--- src/rtl/aud_irq_pkg.sv ---
package aud_irq_pkg;

  localparam int unsigned DW      = 32;
  localparam int unsigned AW      = 8;
  localparam int unsigned NGRP    = 2;
  localparam int unsigned FLD_W   = 8;

  // group base offsets: slot index = addr[7:4]
  localparam logic [AW-1:0] GRP0_BASE = 8'h10;

  // register order inside a group (order is behaviour)
  typedef enum logic [1:0] {
    REG_SET = 2'd0,
    REG_CLR = 2'd1,
    REG_MSK = 2'd2,
    REG_STS = 2'd3
  } reg_sel_e;

  // group A field bases
  localparam int unsigned FA_TXRDY = 0;
  localparam int unsigned FA_TXUNF = 8;
  localparam int unsigned FA_RXRDY = 16;
  localparam int unsigned FA_RXOVF = 24;

  // group B bit positions
  localparam int unsigned FB_WERR   = 0;
  localparam int unsigned FB_TXFRDY = 8;
  localparam int unsigned FB_TXFEMP = 9;
  localparam int unsigned FB_RXFRDY = 12;
  localparam int unsigned FB_RXFFUL = 13;

  function automatic logic [DW-1:0] chan_bits(input int unsigned base, input int unsigned nch);
    logic [DW-1:0] v;
    v = '0;
    for (int c = 0; c < int'(nch); c++) v[base + c] = 1'b1;
    return v;
  endfunction

  function automatic logic [DW-1:0] grp_a_valid(input int unsigned nch);
    return chan_bits(FA_TXRDY, nch) | chan_bits(FA_TXUNF, nch) |
           chan_bits(FA_RXRDY, nch) | chan_bits(FA_RXOVF, nch);
  endfunction

  function automatic logic [DW-1:0] grp_a_sticky(input int unsigned nch);
    return chan_bits(FA_TXUNF, nch) | chan_bits(FA_RXOVF, nch);
  endfunction

  function automatic logic [DW-1:0] grp_b_valid();
    logic [DW-1:0] v;
    v = '0;
    v[FB_WERR]   = 1'b1;
    v[FB_TXFRDY] = 1'b1;
    v[FB_TXFEMP] = 1'b1;
    v[FB_RXFRDY] = 1'b1;
    v[FB_RXFFUL] = 1'b1;
    return v;
  endfunction

  function automatic logic [DW-1:0] grp_b_sticky();
    logic [DW-1:0] v;
    v = '0;
    v[FB_WERR] = 1'b1;
    return v;
  endfunction

endpackage

--- src/rtl/aud_irq_regif.sv ---
module aud_irq_regif
  import aud_irq_pkg::*;
#(
  parameter int unsigned P_AW   = AW,
  parameter int unsigned P_DW   = DW,
  parameter int unsigned P_NGRP = NGRP
) (
  input  logic                          clk,
  input  logic                          rst,
  input  logic                          bus_vld,
  input  logic                          bus_wr,
  input  logic [P_AW-1:0]               bus_addr,
  input  logic [P_NGRP-1:0][P_DW-1:0]   grp_mask,
  input  logic [P_NGRP-1:0][P_DW-1:0]   grp_sts,
  output logic [P_NGRP-1:0]             set_stb,
  output logic [P_NGRP-1:0]             clr_stb,
  output logic [P_NGRP-1:0]             rdclr_stb,
  output logic [P_DW-1:0]               rdata_q
);

  localparam int unsigned SLOT_W    = P_AW - 4;
  localparam logic [SLOT_W-1:0] SLOT0 = SLOT_W'(GRP0_BASE >> 4);

  logic [SLOT_W-1:0] slot;
  reg_sel_e          rsel;
  logic              aligned;
  logic [P_NGRP-1:0] hit;
  logic [P_DW-1:0]   rd_mux;

  assign slot    = bus_addr[P_AW-1:4];
  assign rsel    = reg_sel_e'(bus_addr[3:2]);
  assign aligned = (bus_addr[1:0] == 2'b00);

  for (genvar g = 0; g < int'(P_NGRP); g++) begin : g_dec
    assign hit[g]       = bus_vld && aligned && (slot == SLOT0 + SLOT_W'(g));
    assign set_stb[g]   = hit[g] &&  bus_wr && (rsel == REG_SET);
    assign clr_stb[g]   = hit[g] &&  bus_wr && (rsel == REG_CLR);
    assign rdclr_stb[g] = hit[g] && !bus_wr && (rsel == REG_STS);
  end

  always_comb begin
    rd_mux = '0;
    for (int g = 0; g < int'(P_NGRP); g++) begin
      if (hit[g] && !bus_wr) begin
        case (rsel)
          REG_MSK: rd_mux = grp_mask[g];
          REG_STS: rd_mux = grp_sts[g];
          default: rd_mux = '0;
        endcase
      end
    end
  end

  always_ff @(posedge clk) begin
    if (rst) rdata_q <= '0;
    else if (bus_vld && !bus_wr) rdata_q <= rd_mux;
  end

  // only one strobe of any kind per access
  p_one_strobe_r9: assert property (@(posedge clk) disable iff (rst)
    $onehot0({set_stb, clr_stb, rdclr_stb}));

  // read data is held across cycles without a read
  p_rdata_hold_r10: assert property (@(posedge clk) disable iff (rst)
    !(bus_vld && !bus_wr) |=> $stable(rdata_q));

endmodule

--- src/rtl/aud_irq_bank.sv ---
module aud_irq_bank
  import aud_irq_pkg::*;
#(
  parameter int unsigned   P_DW   = DW,
  parameter logic [P_DW-1:0] VALID  = '1,
  parameter logic [P_DW-1:0] STICKY = '0
) (
  input  logic            clk,
  input  logic            rst,
  input  logic [P_DW-1:0] src_lvl,
  input  logic [P_DW-1:0] src_evt,
  input  logic            set_stb,
  input  logic            clr_stb,
  input  logic            rd_clr,
  input  logic [P_DW-1:0] wdata,
  output logic [P_DW-1:0] mask_q,
  output logic [P_DW-1:0] sts_o,
  output logic            pend_o
);

  localparam logic [P_DW-1:0] LEVEL = VALID & ~STICKY;
  localparam logic [P_DW-1:0] KEEP  = VALID & STICKY;

  logic [P_DW-1:0] stk_q;
  logic [P_DW-1:0] set_v, clr_v;

  assign set_v  = set_stb ? wdata : '0;
  assign clr_v  = clr_stb ? wdata : '0;
  assign sts_o  = (src_lvl & LEVEL) | stk_q;
  assign pend_o = |(mask_q & sts_o);

  always_ff @(posedge clk) begin
    if (rst) begin
      mask_q <= '0;
      stk_q  <= '0;
    end else begin
      // disable wins over enable on the same bit
      mask_q <= ((mask_q | set_v) & ~clr_v) & VALID;
      stk_q  <= ((rd_clr ? '0 : stk_q) | src_evt) & KEEP;
    end
  end

  p_mask_set_r2: assert property (@(posedge clk) disable iff (rst)
    (set_stb && !clr_stb) |=> ((mask_q & $past(wdata & VALID)) == $past(wdata & VALID)));

  p_mask_clr_r3: assert property (@(posedge clk) disable iff (rst)
    clr_stb |=> ((mask_q & $past(wdata)) == '0));

  p_mask_keep_r9: assert property (@(posedge clk) disable iff (rst)
    !(set_stb || clr_stb) |=> $stable(mask_q));

  p_sticky_hold_r7: assert property (@(posedge clk) disable iff (rst)
    !rd_clr |=> (($past(stk_q) & ~stk_q) == '0));

  p_unused_zero_r5: assert property (@(posedge clk) disable iff (rst)
    ((mask_q & ~VALID) == '0) && ((sts_o & ~VALID) == '0));

endmodule

--- src/rtl/aud_irq_ctrl.sv ---
module aud_irq_ctrl
  import aud_irq_pkg::*;
#(
  parameter int unsigned NCH = 8
) (
  input  logic           clk,
  input  logic           rst,
  input  logic           bus_vld,
  input  logic           bus_wr,
  input  logic [AW-1:0]  bus_addr,
  input  logic [DW-1:0]  bus_wdata,
  output logic [DW-1:0]  bus_rdata,
  input  logic [NCH-1:0] tx_rdy_i,
  input  logic [NCH-1:0] tx_unf_i,
  input  logic [NCH-1:0] rx_rdy_i,
  input  logic [NCH-1:0] rx_ovf_i,
  input  logic           wr_err_i,
  input  logic           txf_rdy_i,
  input  logic           txf_emp_i,
  input  logic           rxf_rdy_i,
  input  logic           rxf_ful_i,
  output logic           irq_o
);

  localparam logic [DW-1:0] VAL_A = grp_a_valid(NCH);
  localparam logic [DW-1:0] STK_A = grp_a_sticky(NCH);
  localparam logic [DW-1:0] VAL_B = grp_b_valid();
  localparam logic [DW-1:0] STK_B = grp_b_sticky();

  logic [NGRP-1:0][DW-1:0] lvl, evt, mask, sts;
  logic [NGRP-1:0]         set_stb, clr_stb, rdclr_stb, pend;
  logic                    irq_q;

  // place source signals at their bit positions
  always_comb begin
    lvl = '0;
    evt = '0;
    for (int c = 0; c < int'(NCH); c++) begin
      lvl[0][FA_TXRDY + c] = tx_rdy_i[c];
      lvl[0][FA_RXRDY + c] = rx_rdy_i[c];
      evt[0][FA_TXUNF + c] = tx_unf_i[c];
      evt[0][FA_RXOVF + c] = rx_ovf_i[c];
    end
    evt[1][FB_WERR]   = wr_err_i;
    lvl[1][FB_TXFRDY] = txf_rdy_i;
    lvl[1][FB_TXFEMP] = txf_emp_i;
    lvl[1][FB_RXFRDY] = rxf_rdy_i;
    lvl[1][FB_RXFFUL] = rxf_ful_i;
  end

  aud_irq_regif #(.P_AW(AW), .P_DW(DW), .P_NGRP(NGRP)) u_regif (
    .clk       (clk),
    .rst       (rst),
    .bus_vld   (bus_vld),
    .bus_wr    (bus_wr),
    .bus_addr  (bus_addr),
    .grp_mask  (mask),
    .grp_sts   (sts),
    .set_stb   (set_stb),
    .clr_stb   (clr_stb),
    .rdclr_stb (rdclr_stb),
    .rdata_q   (bus_rdata)
  );

  for (genvar g = 0; g < int'(NGRP); g++) begin : g_bank
    localparam logic [DW-1:0] V = (g == 0) ? VAL_A : VAL_B;
    localparam logic [DW-1:0] S = (g == 0) ? STK_A : STK_B;
    aud_irq_bank #(.P_DW(DW), .VALID(V), .STICKY(S)) u_bank (
      .clk     (clk),
      .rst     (rst),
      .src_lvl (lvl[g]),
      .src_evt (evt[g]),
      .set_stb (set_stb[g]),
      .clr_stb (clr_stb[g]),
      .rd_clr  (rdclr_stb[g]),
      .wdata   (bus_wdata),
      .mask_q  (mask[g]),
      .sts_o   (sts[g]),
      .pend_o  (pend[g])
    );
  end

  always_ff @(posedge clk) begin
    if (rst) irq_q <= 1'b0;
    else     irq_q <= |pend;
  end

  assign irq_o = irq_q;

  p_irq_rise_r8: assert property (@(posedge clk) disable iff (rst)
    (|pend) |=> irq_o);

  p_irq_fall_r8: assert property (@(posedge clk) disable iff (rst)
    !(|pend) |=> !irq_o);

endmodule

--- config.mk ---
export PLATFORM = sky130hd
export DESIGN_NAME = aud_irq_ctrl
export DESIGN_NICKNAME = d
export VERILOG_FILES = /design/src/rtl/aud_irq_pkg.sv /design/src/rtl/aud_irq_regif.sv /design/src/rtl/aud_irq_bank.sv /design/src/rtl/aud_irq_ctrl.sv
export SDC_FILE = /design/constraint.sdc
export NUM_CORES = 1
export LEC_CHECK = 0
export ABC_AREA = 1
export BUFFER_PORTS_ARGS = -buffer_cell sky130_fd_sc_hd__buf_2
export CAP_MARGIN = 20
export CORE_UTILIZATION = 55
export CTS_CLUSTER_DIAMETER = 80
export CTS_CLUSTER_SIZE = 14
export DETAILED_ROUTE_END_ITERATION = 10
export PLACE_DENSITY = 0.86
export SLEW_MARGIN = 40
export SYNTH_ARGS = -nofsm -noshare
export SYNTH_HDL_FRONTEND = slang
export SYNTH_HIERARCHICAL = 1
export SYNTH_SLANG_ARGS = --single-unit
--- constraint.sdc ---
create_clock -name clk -period 2.35 [get_ports clk]
set_clock_uncertainty 0.05 [all_clocks]
set_input_delay 0.235 -clock clk [delete_from_list [all_inputs] [get_ports clk]]
set_output_delay 0.235 -clock clk [all_outputs]
set_load 0.05 [all_outputs]
==> key figures <==
Power
  • Clock share of power: 38.6%
  • Share of power burned in registers: between 40 and 50%
  • Switching part of the total power: 27.69%
  • Psw: just under 900 uW
  • Worst IR drop on VDD: 0.0003453 V
  • Power density relative to cell area: between 500 and 600 nW/um^2
  • Cell internal pwr: 2.336 mW
  • Share of power burned in combinational logic: 13.5%
  • Leak Pwr: 2.898 nW

Clocking
  • Setup fix buffers added after clock tree synthesis: 0
  • Clock Sinks: 87
  • TritonCTS buffer count: 9
  • Clock slew seen by the registers of the worst setup and hold paths: ~0.090 ns
  • CTS Hold Bufs: 0
  • Buffer type at the clock tree root: sky130_fd_sc_hd__clkbuf_8
  • TritonCTS clock tree: yes
  • Max Buffers Root-to-Sink: 2
  • H-tree depth: 3
  • Count of instances resized after the clock tree is built: 0
  • Clock latency on the worst-skew pair: between 0.3 and 0.4 ns

STA
  • Final setup violation count: 0
  • Worst-case hold slack: between 0.008 and 0.009 ns
  • Final setup TNS: 0 ns
  • Min Tclk post-route: 1.498 ns
  • Number of pins exceeding their max-slew limit in the final report: 0
  • Tcrit/Tclk final: a little under two thirds
  • Setup repair after global routing missed its margin: no
  • Maximum clock rate: 667.5 MHz
  • Actual slew at the worst max-slew pin: just under 0.8 ns
  • Worst slew margin relative to its limit: approximately 48%
  • Final Hold Vio Count: 0

Place
  • Placed wire-length estimate after detailed placement: between 9000 and 10,000 microns
  • Count of placed standard cells including taps: 942
  • Final GP Congestion: between 0.8 and 0.9
  • Buffers on Ports: around 110

Floorplan
  • Core region area: between 9000 and 10,000 sq um
  • Site Rows: 35
  • Die boundary height: around 99 microns
  • Top-level I/O count: 114
  • Area enclosed by the die boundary: a little under 10,000 sq um
  • Chip Width: between 90 and 100 microns
  • Initial Utilization: 56.54%

Synthesis
  • Synth Area per Inst: 6.762 sq um
  • Area of the mapped netlist: roughly 5200 sq um
  • Count of mapped cells out of synthesis: 769
  • Yosys warning count: 6

Global route
  • Number of antenna violations at the first check in global routing: 0
  • Total track usage: 28.16%
  • Sum of overflow across all layers after global routing: 0
  • Largest net degree at the start of global routing: 52
  • Wire length of the first global-routing pass: about 22,000 microns
  • Vias in the first global route: 4,579

Detailed routing
  • Average wire length per cell after detail routing: approximately 14 microns
  • Final wirelength: roughly 13,000 microns
  • Via-to-Cell Ratio: roughly 5.3
  • Remaining routing DRC violations: 0
  • 1st-pass router iterations: 5
  • Detailed Route Iter0 Violations: roughly 380
  • Detail Route Antenna Nets: 0
  • Number of vias after detailed routing: a little over 5,000

Setup path
  • Endpoint kind of the worst setup timing path: flip-flop
  • Critical path data required time: 2.59 ns
  • Kind of launch point of the worst setup path: primary input
  • Worst Path Class, Setup: in2reg
  • Worst-path maximum fanout: 28
  • Arrival time worst endpoint: between 1.5 and 2 ns

Cells and area
  • Synth-to-Final Area Change: 9.240%
  • Multi-input gate area in the final layout: around 2800 sq um
  • Final-stage net count: 924
  • Number of antenna diodes: 0
  • Reg area: about 1700 sq um
  • Util after Layout: roughly three fifths
  • Final std cells w/o fill: 959
  • Fraction of final layout cells sized beyond drive strength 1: 21.70%
  • Fill cell instance count of the final layout: roughly 870

Flow run
  • Number of max-capacitance violations reported: 0

Worst hold path
  • Worst min-delay path class: in2reg

Status
  • Status: completed
[critical path: stages]
cell and delay [ns]:
sky130_fd_sc_hd__buf_2 0.13, sky130_fd_sc_hd__inv_2 0.34, sky130_fd_sc_hd__nand2_1 0.13, sky130_fd_sc_hd__inv_1 0.48, sky130_fd_sc_hd__o21ai_0 0.22, sky130_fd_sc_hd__a21oi_1 0.20
[metrics by stage]
step / instance area [sq um] / worst slack [ns] / total power, mW
floorplan: 5399 / 0.4882 / 1.928
global placement: 5429 / 0.5223 / 1.999
detailed placement: 5429 / 0.5312 / 2.003
CTS: 5670 / 0.8807 / 3.221
global route: 5680 / 0.6661 / 3.353
finish: 5680 / 0.8520 / 3.230
[cell type report]
class / instances / area share (%)
repair buffers: 128 / 12.42
well taps: 111 / 2.445
clock buffers: 12 / 2.907
flip-flops and latches: 87 / 30.66
inverters: 23 / 1.542
multi-input cells: 594 / 48.68
clock inverters: 4 / 1.344
[state kept, by name, indices dropped and copies added (netlist names)]
register	flops
g_bank.u_bank/mask_q	37
u_regif/rdata_q	32
g_bank.u_bank/stk_q	17
irq_o	1
[path summary, 6_finish.rpt]
check / start / to / slack (ns) / cells after the start
worst max-delay path: bus_wr / u_regif/rdata_q[0] / 0.85 / 6
worst min-delay path: bus_wdata[26] / g_bank[0].u_bank/mask_q[26] / 0.009 / 2
worst max register to register: g_bank[0].u_bank/mask_q[18] / irq_o / 1.13 / 8
worst min register to register: g_bank[1].u_bank/mask_q[12] / g_bank[1].u_bank/mask_q[12] / 0.46 / 2
[routing by layer]
| layer | routed length (microns) | up-vias | global-route usage (%) |
|---|---|---|---|
| li1 | - | 2528 | - |
| met1 | 6069 | 2277 | 39.61 |
| met2 | 6008 | 231 | 43.16 |
| met3 | 1089 | 31 | 5.271 |
| met4 | 312 | 0 | 10.18 |
| met5 | 0 | - | 0 |
[power groups by stage]
stage,Sequential [mW],Clock (mW),Combinational [mW]
floorplan,1.65,0,0.282
global placement,1.58,0,0.419
detailed placement,1.58,0,0.423
CTS,1.55,1.25,0.425
global route,1.55,1.32,0.479
finish,1.55,1.25,0.436
[placed cells by master, fill, tap and decap left out]
master,count
sky130_fd_sc_hd__o21ai_0,22
sky130_fd_sc_hd__nor2_1,38
sky130_fd_sc_hd__buf_2,113
sky130_fd_sc_hd__nor3_1,1
sky130_fd_sc_hd__nor2_4,1
sky130_fd_sc_hd__dfxtp_1,87
sky130_fd_sc_hd__buf_4,12
sky130_fd_sc_hd__nor2_2,2
sky130_fd_sc_hd__a21oi_1,98
sky130_fd_sc_hd__nand3_1,63
sky130_fd_sc_hd__a211oi_2,30
sky130_fd_sc_hd__clkbuf_8,12
sky130_fd_sc_hd__nor3_2,2
sky130_fd_sc_hd__bufinv_16,2
sky130_fd_sc_hd__clkinv_2,1
sky130_fd_sc_hd__inv_2,4
sky130_fd_sc_hd__dlygate4sd3_1,1
sky130_fd_sc_hd__nand2_1,277
sky130_fd_sc_hd__a211oi_1,2
sky130_fd_sc_hd__nand2_2,1
sky130_fd_sc_hd__buf_12,2
sky130_fd_sc_hd__inv_1,18
sky130_fd_sc_hd__nor4_1,3
sky130_fd_sc_hd__clkinvlp_4,1
sky130_fd_sc_hd__clkinv_4,1
sky130_fd_sc_hd__conb_1,54
Note: power is estimated with default switching activity, not from simulation.
